`src/rtl/gpio_bank_pkg.sv`:
```
package gpio_bank_pkg;

  parameter int ADDR_W = 12;

  // Register offsets (software decodes these; keep them fixed)
  localparam logic [ADDR_W-1:0] OFS_MASK_LO = 12'h000;
  localparam logic [ADDR_W-1:0] OFS_MASK_HI = 12'h004;
  localparam logic [ADDR_W-1:0] OFS_VALUE   = 12'h040;
  localparam logic [ADDR_W-1:0] OFS_LIVE    = 12'h060;
  localparam logic [ADDR_W-1:0] OFS_DIR     = 12'h204;
  localparam logic [ADDR_W-1:0] OFS_DRIVE   = 12'h208;

  typedef struct packed {
    logic mask_lo;
    logic mask_hi;
    logic value;
    logic live;
    logic dir;
    logic drive;
  } bank_sel_t;

endpackage

```
`src/rtl/gpio_bank_decode.sv`:
```
module gpio_bank_decode
  import gpio_bank_pkg::*;
(
  input  logic              clk,
  input  logic              rst_n,
  input  logic [ADDR_W-1:0] addr,
  output bank_sel_t         sel,
  output logic              sel_none
);

  always_comb begin
    sel         = '0;
    sel.mask_lo = (addr == OFS_MASK_LO);
    sel.mask_hi = (addr == OFS_MASK_HI);
    sel.value   = (addr == OFS_VALUE);
    sel.live    = (addr == OFS_LIVE);
    sel.dir     = (addr == OFS_DIR);
    sel.drive   = (addr == OFS_DRIVE);
  end

  assign sel_none = (sel == '0);

  AST_ONE_SELECT: assert property (@(posedge clk) disable iff (!rst_n)
    $onehot0(sel));

endmodule

```
`src/rtl/gpio_bank_sync.sv`:
```
module gpio_bank_sync #(
  parameter int PIN_W = 32
) (
  input  logic             clk,
  input  logic             rst_n,
  input  logic [PIN_W-1:0] d_async,
  output logic [PIN_W-1:0] d_sync
);

  logic [PIN_W-1:0] stage1_q;
  logic [PIN_W-1:0] stage2_q;

  always_ff @(posedge clk or negedge rst_n) begin
    if (!rst_n) begin
      stage1_q <= '0;
      stage2_q <= '0;
    end else begin
      stage1_q <= d_async;
      stage2_q <= stage1_q;
    end
  end

  assign d_sync = stage2_q;

  // cycles since reset, saturating at 2, only to arm the latency check
  logic [1:0] age_q;
  always_ff @(posedge clk or negedge rst_n) begin
    if (!rst_n)              age_q <= 2'd0;
    else if (age_q != 2'd2)  age_q <= age_q + 2'd1;
  end

  AST_SYNC_LATENCY: assert property (@(posedge clk) disable iff (!rst_n)
    (age_q == 2'd2) |-> (d_sync == $past(d_async, 2)));

endmodule

```
`src/rtl/gpio_bank_outreg.sv`:
```
module gpio_bank_outreg #(
  parameter int PIN_W = 32
) (
  input  logic             clk,
  input  logic             rst_n,
  input  logic             wr_lo,
  input  logic             wr_hi,
  input  logic             wr_full,
  input  logic [PIN_W-1:0] wdata,
  output logic [PIN_W-1:0] value_q
);

  localparam int HALF     = PIN_W / 2;
  localparam int NUM_HALF = 2;

  // mask bit 1 protects the old bit, mask bit 0 lets data through
  function automatic logic [HALF-1:0] merge_masked(
    input logic [HALF-1:0] old_bits,
    input logic [HALF-1:0] protect,
    input logic [HALF-1:0] new_bits
  );
    return (old_bits & protect) | (new_bits & ~protect);
  endfunction

  logic [HALF-1:0] wr_protect;
  logic [HALF-1:0] wr_bits;
  assign wr_protect = wdata[PIN_W-1:HALF];
  assign wr_bits    = wdata[HALF-1:0];

  for (genvar h = 0; h < NUM_HALF; h++) begin : g_half
    logic            half_wr;
    logic [HALF-1:0] half_q;
    assign half_wr = (h == 0) ? wr_lo : wr_hi;

    always_ff @(posedge clk or negedge rst_n) begin
      if (!rst_n)
        half_q <= '0;
      else if (wr_full)
        half_q <= wdata[h*HALF +: HALF];
      else if (half_wr)
        half_q <= merge_masked(half_q, wr_protect, wr_bits);
    end

    assign value_q[h*HALF +: HALF] = half_q;
  end

  AST_LO_KEEPS_UPPER: assert property (@(posedge clk) disable iff (!rst_n)
    wr_lo |=> value_q[PIN_W-1:HALF] == $past(value_q[PIN_W-1:HALF]));
  AST_LO_PROTECTED_HOLD: assert property (@(posedge clk) disable iff (!rst_n)
    wr_lo |=> (value_q[HALF-1:0] & $past(wr_protect)) ==
              ($past(value_q[HALF-1:0]) & $past(wr_protect)));
  AST_HI_KEEPS_LOWER: assert property (@(posedge clk) disable iff (!rst_n)
    wr_hi |=> value_q[HALF-1:0] == $past(value_q[HALF-1:0]));
  AST_HI_PROTECTED_HOLD: assert property (@(posedge clk) disable iff (!rst_n)
    wr_hi |=> (value_q[PIN_W-1:HALF] & $past(wr_protect)) ==
              ($past(value_q[PIN_W-1:HALF]) & $past(wr_protect)));
  AST_VALUE_IDLE_HOLD: assert property (@(posedge clk) disable iff (!rst_n)
    !(wr_lo || wr_hi || wr_full) |=> $stable(value_q));

endmodule

```
`src/rtl/gpio_mask_bank.sv`:
```
module gpio_mask_bank
  import gpio_bank_pkg::*;
#(
  parameter int PIN_W = 32
) (
  input  logic              clk,
  input  logic              rst_n,
  input  logic [ADDR_W-1:0] bus_addr,
  input  logic              bus_we,
  input  logic [PIN_W-1:0]  bus_wdata,
  output logic [PIN_W-1:0]  bus_rdata,
  input  logic [PIN_W-1:0]  pin_in,
  output logic [PIN_W-1:0]  pin_out,
  output logic [PIN_W-1:0]  pin_oe
);

  bank_sel_t        sel;
  logic             sel_none;
  logic             wr_lo, wr_hi, wr_full, wr_dir, wr_drive;
  logic [PIN_W-1:0] value_q;
  logic [PIN_W-1:0] dir_q;
  logic [PIN_W-1:0] drive_q;
  logic [PIN_W-1:0] live_sync;

  gpio_bank_decode u_decode (
    .clk      (clk),
    .rst_n    (rst_n),
    .addr     (bus_addr),
    .sel      (sel),
    .sel_none (sel_none)
  );

  assign wr_lo    = bus_we & sel.mask_lo;
  assign wr_hi    = bus_we & sel.mask_hi;
  assign wr_full  = bus_we & sel.value;
  assign wr_dir   = bus_we & sel.dir;
  assign wr_drive = bus_we & sel.drive;

  gpio_bank_outreg #(.PIN_W(PIN_W)) u_outreg (
    .clk     (clk),
    .rst_n   (rst_n),
    .wr_lo   (wr_lo),
    .wr_hi   (wr_hi),
    .wr_full (wr_full),
    .wdata   (bus_wdata),
    .value_q (value_q)
  );

  gpio_bank_sync #(.PIN_W(PIN_W)) u_sync (
    .clk     (clk),
    .rst_n   (rst_n),
    .d_async (pin_in),
    .d_sync  (live_sync)
  );

  always_ff @(posedge clk or negedge rst_n) begin
    if (!rst_n) begin
      dir_q   <= '0;
      drive_q <= '0;
    end else begin
      if (wr_dir)   dir_q   <= bus_wdata;
      if (wr_drive) drive_q <= bus_wdata;
    end
  end

  always_comb begin
    bus_rdata = '0;
    if (sel.value) bus_rdata = value_q;
    if (sel.live)  bus_rdata = live_sync;
    if (sel.dir)   bus_rdata = dir_q;
    if (sel.drive) bus_rdata = drive_q;
  end

  assign pin_out = value_q;
  assign pin_oe  = dir_q & drive_q;

  AST_DIR_HOLD: assert property (@(posedge clk) disable iff (!rst_n)
    !wr_dir |=> $stable(dir_q));
  AST_DRIVE_HOLD: assert property (@(posedge clk) disable iff (!rst_n)
    !wr_drive |=> $stable(drive_q));
  AST_UNMAPPED_ZERO: assert property (@(posedge clk) disable iff (!rst_n)
    sel_none |-> bus_rdata == '0);
  AST_WRITE_ONLY_ZERO: assert property (@(posedge clk) disable iff (!rst_n)
    (sel.mask_lo || sel.mask_hi) |-> bus_rdata == '0);
  AST_PADS_FOLLOW_VALUE: assert property (@(posedge clk) disable iff (!rst_n)
    sel.value |-> bus_rdata == pin_out);

endmodule

```
`config.mk`:
```
export PLATFORM = sky130hd
export DESIGN_NAME = gpio_mask_bank
export DESIGN_NICKNAME = d
export VERILOG_FILES = /design/src/rtl/gpio_bank_pkg.sv /design/src/rtl/gpio_bank_decode.sv /design/src/rtl/gpio_bank_sync.sv /design/src/rtl/gpio_bank_outreg.sv /design/src/rtl/gpio_mask_bank.sv
export SDC_FILE = /design/constraint.sdc
export NUM_CORES = 1
export LEC_CHECK = 0
export ABC_AREA = 1
export BUFFER_PORTS_ARGS = -buffer_cell sky130_fd_sc_hd__buf_2
export CAP_MARGIN = 10
export CORE_MARGIN = 3
export CORE_UTILIZATION = 25
export DETAILED_ROUTE_END_ITERATION = 10
export SLEW_MARGIN = 20
export SYNTH_ARGS = -nofsm -noshare
export SYNTH_HDL_FRONTEND = slang
export SYNTH_SLANG_ARGS = --single-unit
```
`constraint.sdc`:
```
create_clock -name clk -period 1.45 [get_ports clk]
set_input_delay 0.29 -clock clk [delete_from_list [all_inputs] [get_ports clk]]
set_output_delay 0.29 -clock clk [all_outputs]
set_load 0.01 [all_outputs]
```
==> impl.org, run 1 <==
** Synth
- Ranked by total cell area, the synthesized netlist is headed by sky130_fd_sc_hd__dfrtp_1 (53%), sky130_fd_sc_hd__nand2_1 (13%), sky130_fd_sc_hd__inv_1 (6.1%), sky130_fd_sc_hd__o21ai_2 (5.8%), sky130_fd_sc_hd__nor2_1 (4.6%).
- The synthesized design spends more area on one cell type than any other, namely sky130_fd_sc_hd__dfrtp_1.
- The most common cell in the synthesized netlist is sky130_fd_sc_hd__nand2_1.
- After technology mapping, the gate count stands at 912.
- In the synthesized netlist the dominant register cell turns out to be sky130_fd_sc_hd__dfrtp_1.
- When the netlist entered floorplanning its net count stood at 991.
- Fraction of synthesis flops using an asynchronous set or reset pin :: 1.00
- The synthesized netlist occupies a cell area of 7580 µm².
- After synthesis, the mean cell area works out to 8.31 µm².
- The number of different library cells used by synthesis comes to 24.
- Area fraction of the dominant cell type after synthesis :: 0.528
- Synthesis warning total :: 0
- The commonest cells after synthesis are sky130_fd_sc_hd__nand2_1 (258), sky130_fd_sc_hd__dfrtp_1 (160), sky130_fd_sc_hd__inv_1 (124), sky130_fd_sc_hd__nor2_1 (92), sky130_fd_sc_hd__nand3_1 (53).
- Sequential area share after synthesis :: 0.528
- In this run, synthesis inferred 0 flip-flops with an integrated enable.
- Synthesized flop and latch total :: 160

** Finish
- With fillers left out, the area of the finished cells amounts to 11300 µm².
- In the final layout, the share of cells above drive strength 1 is 0.375.
- Area growth, synth to finish :: 49.0%
- Nets :: 1275

** Worst setup path
- STA classifies the critical path endpoint as a primary output.
- Register-to-register setup slack :: 0.50 ns
- Most common cell type on the critical path :: sky130_fd_sc_hd__buf_6
- Among cell families on the critical path, the largest total delay comes from simple AND/OR/NAND/NOR gates.
- Worst Path Required :: 1.16 ns
- The critical path goes through buf_6, nor2_4, buf_6, nand2_4, nor2_8, nand2_8, buf_12, o21ai_2, inv_1, nand2_1, nand2_2, buf_6.
- Critical path class :: in -> out
- Counting both buffers and inverters, the worst setup path holds a total of 5.
- Critical-path top delay cell :: sky130_fd_sc_hd__buf_12
- STA classifies the critical path startpoint as an input pin.
- Maximum fanout count along the critical path :: 8
- At the worst endpoint, the arrival time is 1.60 ns.
- Largest stage delay on the critical path :: 0.20 ns

** Floorplan
- The core region is 29800 µm².
- Number of placed I/O pins :: 175
- Chip width :: 180 µm
- The initial utilization of the core area, before any placement, comes to 0.254.
- Die ar. :: 32500 µm²
- Die Height :: 180 µm
- In this run the core area contains 63 standard-cell rows.

** Clock tree
- Clock Root Buffer :: sky130_fd_sc_hd__clkbuf_16
- The H-tree was split into 4 levels.
- After clock tree synthesis, the clock-pin slew on the worst setup and hold paths is 0.06 ns.
- TritonCTS clock tree :: done
- For the worst-skew pair, the clock arrives at the later sink with an insertion delay of 0.43 ns.
- Buffers inserted during clock tree synthesis total 17.
- Clk sink count :: 160
- Worst-case clock buffer depth :: 2

** Global routing
- Maximum number of pins on one net before global-route repair :: 37
- Global routing finished with a remaining overflow of 0.
- Across every metal layer, demand over resource in global routing totals 0.166.
- The number of global-route vias before repair is 6948.
- Number of antenna violations at the first check in global routing :: 2
- The first global-routing pass estimated 41.4 mm of wire.

** Place
- At the end of routability-driven placement, the weighted congestion stood at 0.834.
- Detailed placement finished with a half-perimeter wire length of 19.6 mm.
- Total placed instance area :: 9680 µm²
- Prior to clock tree synthesis, the placed netlist has a worst setup slack of -0.531 ns.
- In this run the tool buffered the top-level ports with 174 buffer cells.

** Hold path
- The tightest min-delay check is of the in -> reg type.

** Pwr
- The internal portion of the total power is 7.11 mW.
- Of the total power, registers draw 0.483.
- In this run the static leakage power is 6.13 nW.
- Switching Share :: 0.256
- Logic pwr share :: 0.065
- Dividing total power by cell area gives a power density of 847 nW/µm².
- NetSw :: 2.45 mW
- Overall power of the completed layout :: 9.57 mW
- IR analysis of the VDD net gives a maximum drop of 0.000817 V.
- The share of total power dissipated in the clock network is 0.453.

** STA
- Dividing the final minimum period by the clock period gives 1.30.
- Setup violations remaining at the end of the flow were counted as 32.
- Headroom to the max-slew limit came out at 0.733.
- Post-layout minimum cycle time :: 1.89 ns
- Setup repair after global routing could not meet its margin everywhere.
- Maximum frequency from static timing analysis :: 0.529 GHz
- Post-Route Skew :: 0.00950 ns
- Final-layout setup total negative slack :: -12.15 ns
- Count of final max-slew check failures :: 0
- Hold Vio Cnt, Final :: 0
- Measured slew at the worst slew-check pin :: 0.401 ns
- Final Worst Setup Slack :: -0.442 ns

** Routing
- Using the TritonRoute via totals, the vias-per-cell ratio works out to 4.44.
- The first TritonRoute pass finished after 5 iterations.
- Violation count after the first detailed-route iteration :: 484
- Total detailed-routing wirelength :: 27.4 mm
- The routed layout has 7098 vias.
- DRC violation count after routing :: 0
- Per-cell routed wire length :: 17.1 µm
- Remaining antenna violation count :: 0

** Status
- The checks that failed: negative setup slack.
- Result of the run :: finished with violations

** Run
- Reported max-cap violation count :: 0
## per-stage QoR
stage                     hold slack [ns]  std cells   util
after floorplan                  -0.00559        912      -
after global placement              0.233       1517  0.325
after detailed placement            0.228       1517  0.325
after CTS                           0.129       1594  0.372
after global routing                0.152       1600  0.379
final                               0.153       1600  0.379
## tightest hold or removal path, cell delays in order
cell and delay (ns):
sky130_fd_sc_hd__buf_2 0.11, sky130_fd_sc_hd__a21oi_1 0.04, sky130_fd_sc_hd__nor2_1 0.09
## per-layer routing
layer  wire [µm]  up-vias  share of wire  GRT usage
met5          13        -        0.00047          0
met4         782        2          0.029     0.0565
met3        2120       42          0.078     0.0488
met2       12600      271           0.46      0.260
met1       11900     3350           0.43      0.222
li1            -     3433              -          -
## logic make-up after synthesis
| kind of cell | share of synthesized area |
|---|---|
| simple gates | 0.256 |
| compound gates | 0.114 |
| buf+inv | 0.102 |
| flops | 0.528 |
## power groups by stage
stage,Combinational (mW),Clock [mW],Sequential (mW)
2_1_floorplan,0.126,0,4.69
3_3_place_gp,0.512,0,4.70
3_5_place_dp,0.515,0,4.70
4_1_cts,0.625,4.44,4.62
5_1_grt,0.684,4.63,4.63
6_report,0.620,4.33,4.62
## layout make-up
class,instances,area [µm²]
fill,3053,18500
sequential,160,4000
multi-input combinational,584,3130
timing repair buffer,305,2610
inverter,127,492
tap,390,488
clock buffer,20,447
clock inverter,12,103
timing repair inverter,1,8.76
antenna,1,2.50
## path summary, 6_finish.rpt
kind | from | endpoint | cells past startpoint
worst min register to register | u_sync.stage1_q[14] | u_sync.d_sync[14] | 0
worst max-delay path | bus_addr[1] | bus_rdata[19] | 12
min in group asynchronous | rst_n | drive_q[12] | 2
max in group asynchronous | rst_n | drive_q[24] | 3
worst min-delay path | bus_wdata[19] | flop | 3
worst max register to register | flop | flop | 4
## timing repair
action | CTS | global route
endpoints found under the setup margin | 32 | 48
gates resized for setup | 80 | 55
endpoints found under the hold margin | 60 | 0
hold buffers | 33 | 0
pin swaps | 19 | 29
buffers inserted | 5 | 3
cloned | 7 | 3
## cells in the final DEF, fill, tap and decap left out, types with 4 or more instances in the layout
master,count
sky130_fd_sc_hd__nor2_4,10
sky130_fd_sc_hd__dfrtp_1,160
sky130_fd_sc_hd__buf_4,48
sky130_fd_sc_hd__nand2_2,33
sky130_fd_sc_hd__o21ai_2,65
sky130_fd_sc_hd__clkbuf_16,19
sky130_fd_sc_hd__inv_6,6
sky130_fd_sc_hd__o21ai_0,13
sky130_fd_sc_hd__buf_6,25
sky130_fd_sc_hd__buf_16,6
sky130_fd_sc_hd__o21ai_1,40
sky130_fd_sc_hd__clkinvlp_4,4
sky130_fd_sc_hd__a21oi_1,15
sky130_fd_sc_hd__inv_2,7
sky130_fd_sc_hd__buf_12,28
sky130_fd_sc_hd__nand2_1,223
sky130_fd_sc_hd__nand3_1,47
sky130_fd_sc_hd__buf_2,158
sky130_fd_sc_hd__dlygate4sd3_1,33
sky130_fd_sc_hd__nor2_2,10
sky130_fd_sc_hd__nand2_4,7
sky130_fd_sc_hd__nor2_1,79
sky130_fd_sc_hd__inv_1,118
sky130_fd_sc_hd__nand4_1,26
sky130_fd_sc_hd__nand3_2,6
sky130_fd_sc_hd__buf_8,5
Note: power is estimated with default switching activity, not from simulation.
==> run 2: changes to the inputs <==
- PLACE_DENSITY: not set -> 0.49
==> impl.org, run 2 (same netlist as run 1, synthesis figures left out) <==
** Status
- Result of the run :: finished with violations
- Failing checks :: negative setup slack

** Global routing
- The number of global-route vias before repair is 7118 (+2.4%).
- The pin count of the biggest net entering global routing came to 41 (+11%).
- The leftover overflow at the end of global routing came to 0 (unchanged).
- Number of antenna violations at the first check in global routing :: 0 (-2)
- The total global routing track utilization was 0.171 (+0.00420).
- The first-pass GRT wire length is 42.8 mm (+3.3%).

** Floorplan
- The vertical die dimension is 180 µm (unchanged).
- Number of placed I/O pins :: 175 (unchanged)
- The horizontal die dimension is 180 µm (unchanged).
- Initial core utilization :: 0.254 (unchanged)
- The core footprint is 29800 µm² (unchanged).
- Cell Rows :: 63 (unchanged)
- The floorplan die area was 32500 µm² (unchanged).

** Clock tree
- Total clock buffers created by CTS :: 17 (unchanged)
- The deepest clock path buffer count came to 2 (unchanged).
- Clock edge transition at the registers on the reported setup and hold paths :: 0.08 ns (+0.02 ns)
- Clock network latency to the later pin of the worst-skew pair :: 0.43 ns (about the same)
- In this run the clock root is driven by a sky130_fd_sc_hd__clkbuf_16.
- Clk sink count :: 160 (unchanged)
- TritonCTS clock tree :: done
- H-tree depth :: 4 (unchanged)

** Pwr
- Leak Pwr :: 6.37 nW (+3.9%)
- The worst-case vdd ir drop is 0.000571 V (-30%).
- The ratio of total power to cell area came to 836 nW/µm² (-1.4%).

** Place
- The number of placed instances, taps included is 1508 (-0.59%).
- The global placement routability congestion is 0.829 (-0.68%).
- The count of input and output buffers came to 174 (unchanged).
- The placed instance area is 9470 µm² (-2.1%).
- Half-perimeter wire length after placement :: 19.3 mm (-1.1%)

** Finish
- The number of antenna repair diodes was 0 (-1).
- The net count reported at finish is 1288 (+1.0%).
- In the layout the commonest cells are sky130_fd_sc_hd__nand2_1 (206), sky130_fd_sc_hd__dfrtp_1 (159), sky130_fd_sc_hd__buf_2 (153).
- From synthesis to final layout, the design area changed by 54.8%.
- Layout cell share with drive strength beyond 1 :: 0.408 (+0.0337)
- The number of non-filler instances in the completed layout came to 1612 (+0.75%).
- The final cell area excluding filler cells was 11700 µm² (+3.9%).
- Commonest non-fill, non-tap cell in the layout :: sky130_fd_sc_hd__nand2_1

** Routing
- The detailed-router iteration count before antenna repair is 5 (unchanged).
- The via-per-instance ratio came to 4.42 (-0.46%).
- Total detailed-routing wirelength :: 29.2 mm (+6.5%)
- The initial detailed-routing violation count came to 421 (-13%).
- Per-cell routed wire length :: 18.1 µm (+5.7%)
- Overall via count from detail_route :: 7118 (+0.28%)
- The number of routed nets with antenna violations came to 0 (unchanged).
- The residual DRC count is 0 (unchanged).

** Hold path
- Classification of the worst-slack hold path :: in -> reg

** STA
- The final-report max-slew violation count is 0 (unchanged).
- The final setup violation count is 88 (+180%).
- Final Worst Setup Slack :: -0.499 ns (-0.0568 ns)
- Post-Route Skew :: 0.00459 ns (-0.00492 ns)
- Post-layout minimum cycle time :: 1.95 ns (+0.0568 ns)
- Setup repair after global routing could not meet its margin everywhere.
- The final sum of negative setup slack came to -16.64 ns (-4.50 ns).
- Measured slew at the worst slew-check pin :: 0.403 ns (+0.00208 ns)
- The ratio of final minimum period to clock period is 1.34 (+0.0391).
- The count of endpoints failing hold in the final timing report was 0 (unchanged).
- Maximum frequency from static timing analysis :: 0.513 GHz (-2.9%)
- Normalized max-slew margin :: 0.732 (-0.00139)

** Worst setup path
- The critical path data arrival time came to 1.66 ns (+0.06 ns).
- The critical path in this run is classified as in -> out.
- Critical Path Start Type :: input pin
- Maximum fanout count along the critical path :: 8 (unchanged)
- The worst path required time is 1.16 ns (about the same).
- STA classifies the critical path endpoint as a primary output.

** Run
- Reported max-cap violation count :: 0 (unchanged)
## run 2: changes by cell type in the layout (fill, tap and decap cells not counted), sizes merged
cell      previous run  this run
buf                270       278
clkinv               3        12
clkbuf              22        24
clkinvlp             4         0
inv                133       131
diode                1         0
## run 2: worst paths after layout
path | start | end | slack, ns | cells past startpoint
max reg2reg | flop | flop | 0.66 | 3
max in group asynchronous | rst_n | u_sync.d_sync[31] | 0.55 | 3
min in group asynchronous | rst_n | asynchronous set/reset pin | 0.37 | 2
min | bus_wdata[2] | dir_q[2] | 0.16 | 3
min reg2reg | u_sync.stage1_q[14] | u_sync.d_sync[14] | 0.35 | 0
max | bus_addr[1] | bus_rdata[19] | -0.50 | 12
## run 2: routing by layer
| layer | part of all wire | global-route usage | vias to the layer above |
|---|---|---|---|
| li1 | - | - | 3482 |
| met3 | 0.048 | 0.0327 | 31 |
| met1 | 0.46 | 0.237 | 3425 |
| met5 | 0 | 0 | - |
| met2 | 0.47 | 0.276 | 180 |
| met4 | 0.019 | 0.0427 | 0 |
## run 2: critical path, stage by stage
cell,delay [ns]
sky130_fd_sc_hd__buf_8,0.10
sky130_fd_sc_hd__nor2_4,0.16
sky130_fd_sc_hd__buf_6,0.13
sky130_fd_sc_hd__nand2_4,0.05
sky130_fd_sc_hd__nor2_8,0.14
sky130_fd_sc_hd__nand2_8,0.14
sky130_fd_sc_hd__clkbuf_16,0.22
sky130_fd_sc_hd__o21ai_1,0.11
sky130_fd_sc_hd__inv_1,0.05
sky130_fd_sc_hd__nand2_1,0.05
sky130_fd_sc_hd__nand2_1,0.04
sky130_fd_sc_hd__buf_2,0.14
## run 2: power breakdown
part           internal, mW  switching [mW]
Sequential             4.57          0.0501
Combinational         0.290           0.379
Clock                  2.32            2.20
Total                  7.18            2.63
## run 2: timing repair
item,in CTS,in global routing
setup endpoints to repair,51,77
hold endpoints to repair,61,0
gates resized for setup,99,113
hold buffers,33,0
cloned,8,8
pin swaps,25,40
setup buffers,14,10
## run 2: cell type report
type / count / area, µm²
inverter: 127 / 497
multi-input combinational: 584 / 3280
timing repair inverter: 1 / 16.3
sequential: 160 / 4010
clock inverter: 15 / 173
tap: 390 / 488
clock buffer: 17 / 425
fill: 3070 / 18100
timing repair buffer: 318 / 2850
## run 2: stage by stage
stage / worst slack, ns / total power, mW / hold slack (ns) / utilization
2_1_floorplan: -0.0825 / 4.82 / -0.00559 / -
3_3_place_gp: -0.595 / 5.22 / 0.241 / 0.318
3_5_place_dp: -0.610 / 5.22 / 0.238 / 0.318
4_1_cts: -0.451 / 9.92 / 0.140 / 0.373
5_1_grt: -0.581 / 10.2 / 0.171 / 0.394
6_report: -0.499 / 9.81 / 0.156 / 0.394
==> run 3: changes to the inputs <==
- CORE_MARGIN: 3 -> 8
- SKIP_CTS_REPAIR_TIMING: not set -> 1
==> impl.org, run 3 (same netlist as run 1, synthesis figures left out) <==
** Status
- Result of the run :: finished with violations
- The final reports fail on negative setup slack.

** Clock tree
- TritonCTS built the clock tree.
- The clock transition at the register clock pins on the worst setup and hold paths after CTS came to 0.07 ns (about the same).
- The number of clock sinks is 160 (unchanged).
- Clock Root Buffer :: sky130_fd_sc_hd__clkbuf_16
- H-tree depth :: 4 (unchanged)
- The number of clock buffers inserted by TritonCTS is 17 (unchanged).
- Clock network latency to the later pin of the worst-skew pair :: 0.43 ns (about the same)
- The deepest clock path buffer count is 2 (unchanged).

** STA
- Setup repair after global routing missed its margin :: true
- Final Worst Setup Slack :: -0.444 ns (+0.0545 ns)
- The shortest clock period the worst path allows after layout is 1.89 ns (-0.0545 ns).
- The normalized max-slew margin was 0.821 (+0.0896).
- The worst hold slack is 0.159 ns (+0.00329 ns).
- Measured slew at the worst slew-check pin :: 0.265 ns (-0.137 ns)
- Tcrit/Tclk final :: 1.31 (-0.0376)
- The final sum of negative setup slack came to -11.77 ns (+4.87 ns).
- The count of endpoints failing hold in the final timing report was 0 (unchanged).
- Maximum frequency from static timing analysis :: 0.528 GHz (+2.9%)
- Finish-stage setup viols :: 32 (-64%)
- Count of final max-slew check failures :: 0 (unchanged)
- The final worst clock skew came to 0.00524 ns (+0.000649 ns).

** Floorplan
- Chip width :: 190 µm (+5.6%)
- Die ar. :: 36200 µm² (+11%)
- Number of placed I/O pins :: 175 (unchanged)
- Cell Rows :: 63 (unchanged)
- Initial core utilization :: 0.255 (+0.000675)
- Std-Cell Core Area :: 29700 µm² (-0.26%)
- The vertical die dimension came to 190 µm (+5.6%).

** Routing
- The detailed-router iteration count before antenna repair came to 7 (+2).
- Total detailed-routing wirelength :: 28.0 mm (-3.9%)
- Violation count after the first detailed-route iteration :: 341 (-19%)
- The residual DRC count came to 0 (unchanged).
- Via-per-instance ratio :: 4.34 (-1.6%)
- The detail-routed net length per standard cell came to 17.7 µm (-2.2%).
- Remaining antenna violation count :: 0 (unchanged)
- Overall via count from detail_route :: 6881 (-3.3%)

** Pwr
- Leak Pwr :: 5.98 nW (-6.1%)
- The worst-case vdd ir drop is 0.000558 V (-2.3%).
- Switching Share :: 0.262 (-0.00677)
- Power per standard cell area :: 901 nW/µm² (+7.8%)
- Sequential cell fraction of total power :: 0.466 (-0.005)
- Logic pwr share :: 0.061 (-0.007)
- Proportion of power drawn by the clock network :: 0.472 (+0.011)
- Total internal power :: 7.31 mW (+1.9%)
- The net switching power of the design is 2.59 mW (-1.6%).

** Place
- Number of placed instances with taps included :: 1501 (-0.46%)
- Placer congestion estimate :: 0.808 (-2.5%)
- The worst-case setup slack after placement came to -0.517 ns (+0.0925 ns).
- The count of input and output buffers is 174 (unchanged).
- Half-perimeter wire length after placement :: 20.5 mm (+5.8%)

** Global routing
- The number of antenna violations at the first check in global routing came to 4 (+4).
- The first-pass GRT wire length is 40.5 mm (-5.3%).
- The number of global-route vias before repair is 6712 (-5.7%).
- Sum of overflow across all layers after global routing :: 0 (unchanged)
- The pin count of the biggest net entering global routing is 48 (+17%).
- The total global routing track utilization was 0.148 (-0.0228).

** Worst setup path
- Critical path class :: in -> out
- R2R depth :: 3 (unchanged)
- The stage delay of the slowest cell on the critical path was 0.16 ns (-0.06 ns).
- Walking the worst path, the cells encountered are buf_6, nor2_4, nand2_4, nor2_4, buf_12, nand2_2, buf_6, o21ai_1, nor2_1, nor2_2, buf_2.
- The total buffers and inverters traversed by the critical path is 4 (-1).
- Critical Path Start Type :: input pin
- Critical-path top delay cell :: sky130_fd_sc_hd__nor2_4
- Worst Path Required :: 1.16 ns (about the same)
- The critical path data arrival time came to 1.60 ns (-0.06 ns).
- Maximum fanout count along the critical path :: 8 (unchanged)
- Worst Setup End Kind :: primary output
- Grouping stages by cell kind, the critical path spends the most delay in simple AND/OR/NAND/NOR gates.
- Beginning of the critical path :: bus_addr[0]
- Register-to-register setup slack :: 0.64 ns (-0.02 ns)

** Run
- Reported max-cap violation count :: 0 (unchanged)

** Finish
- Area growth, synth to finish :: 45.0%
- The net count reported at finish was 1259 (-2.3%).
- Commonest non-fill, non-tap cell in the layout :: sky130_fd_sc_hd__nand2_1
- The ratio of cells with drive above 1 in the final layout was 0.351 (-0.0571).
- Non-filler cells in the finished layout :: 1584 (-1.7%)
- In the layout the commonest cells are sky130_fd_sc_hd__nand2_1 (239), sky130_fd_sc_hd__dfrtp_1 (160), sky130_fd_sc_hd__buf_2 (157).

** Hold path
- The tightest min-delay check is of the in -> reg type.
- WHS Path Cells :: 3 (unchanged)
- In this run the most critical hold path is launched from bus_wdata[20].
-- run 3: changes by cell type in the layout (fill, tap and decap cells not counted), sizes merged --
| cell | change |
|---|---|
| clkinvlp | +1 |
| bufinv | +1 |
| diode | +1 |
| clkinv | -2 |
| clkbuf | -2 |
| buf | -27 |
-- run 3: worst max-delay path by stage --
stage                          to  slack, ns  cells after the start
floorplan           bus_rdata[23]      -0.08                     10
global placement    bus_rdata[23]      -0.54                     11
detailed placement  bus_rdata[23]      -0.52                     11
CTS                 bus_rdata[23]      -0.52                     11
global route         bus_rdata[9]      -0.51                     13
finish              bus_rdata[11]      -0.44                     11
-- run 3: cell type report --
| class | count | area (µm²) |
|---|---|---|
| fill | 3084 | 18700 |
| multi-input combinational | 584 | 3050 |
| clock buffer | 17 | 425 |
| tap | 390 | 488 |
| sequential | 160 | 4000 |
| timing repair buffer | 289 | 2320 |
| antenna | 1 | 2.50 |
| timing repair inverter | 1 | 8.76 |
| clock inverter | 15 | 199 |
| inverter | 127 | 497 |
-- run 3: worst register-to-register path, stage by stage, from the launching register on --
cell	delay [ns]
sky130_fd_sc_hd__dfrtp_1	0.42
sky130_fd_sc_hd__buf_6	0.15
sky130_fd_sc_hd__nor2_1	0.09
sky130_fd_sc_hd__nor2_1	0.05
-- run 3: metrics by stage --
stage | instance area [µm²] | total power [mW] | utilization
2_1_floorplan | 7690 | 4.82 | -
4_1_cts | 10100 | 9.90 | 0.338
6_report | 11000 | 9.90 | 0.370
5_1_grt | 11000 | 10.3 | 0.370
3_3_place_gp | 9430 | 5.21 | 0.317
3_5_place_dp | 9430 | 5.21 | 0.317
-- run 3: power by group through the flow --
stage          sequential, mW  combinational [mW]  clock, mW
6_report                 4.62               0.606       4.68
5_1_grt                  4.63               0.669       4.97
4_1_cts                  4.62               0.505       4.78
3_5_place_dp             4.71               0.504          0
3_3_place_gp             4.71               0.501          0
2_1_floorplan            4.69               0.126          0
-- run 3: routing by layer --
metal	GRT usage	part of all wire	wire length (µm)	vias to the layer above
met1	0.191	0.45	12500	3251
met2	0.246	0.48	13500	191
met4	0.0334	0.0093	261	6
met3	0.0366	0.060	1690	24
met5	0	0.0014	38	-
li1	-	-	-	3409
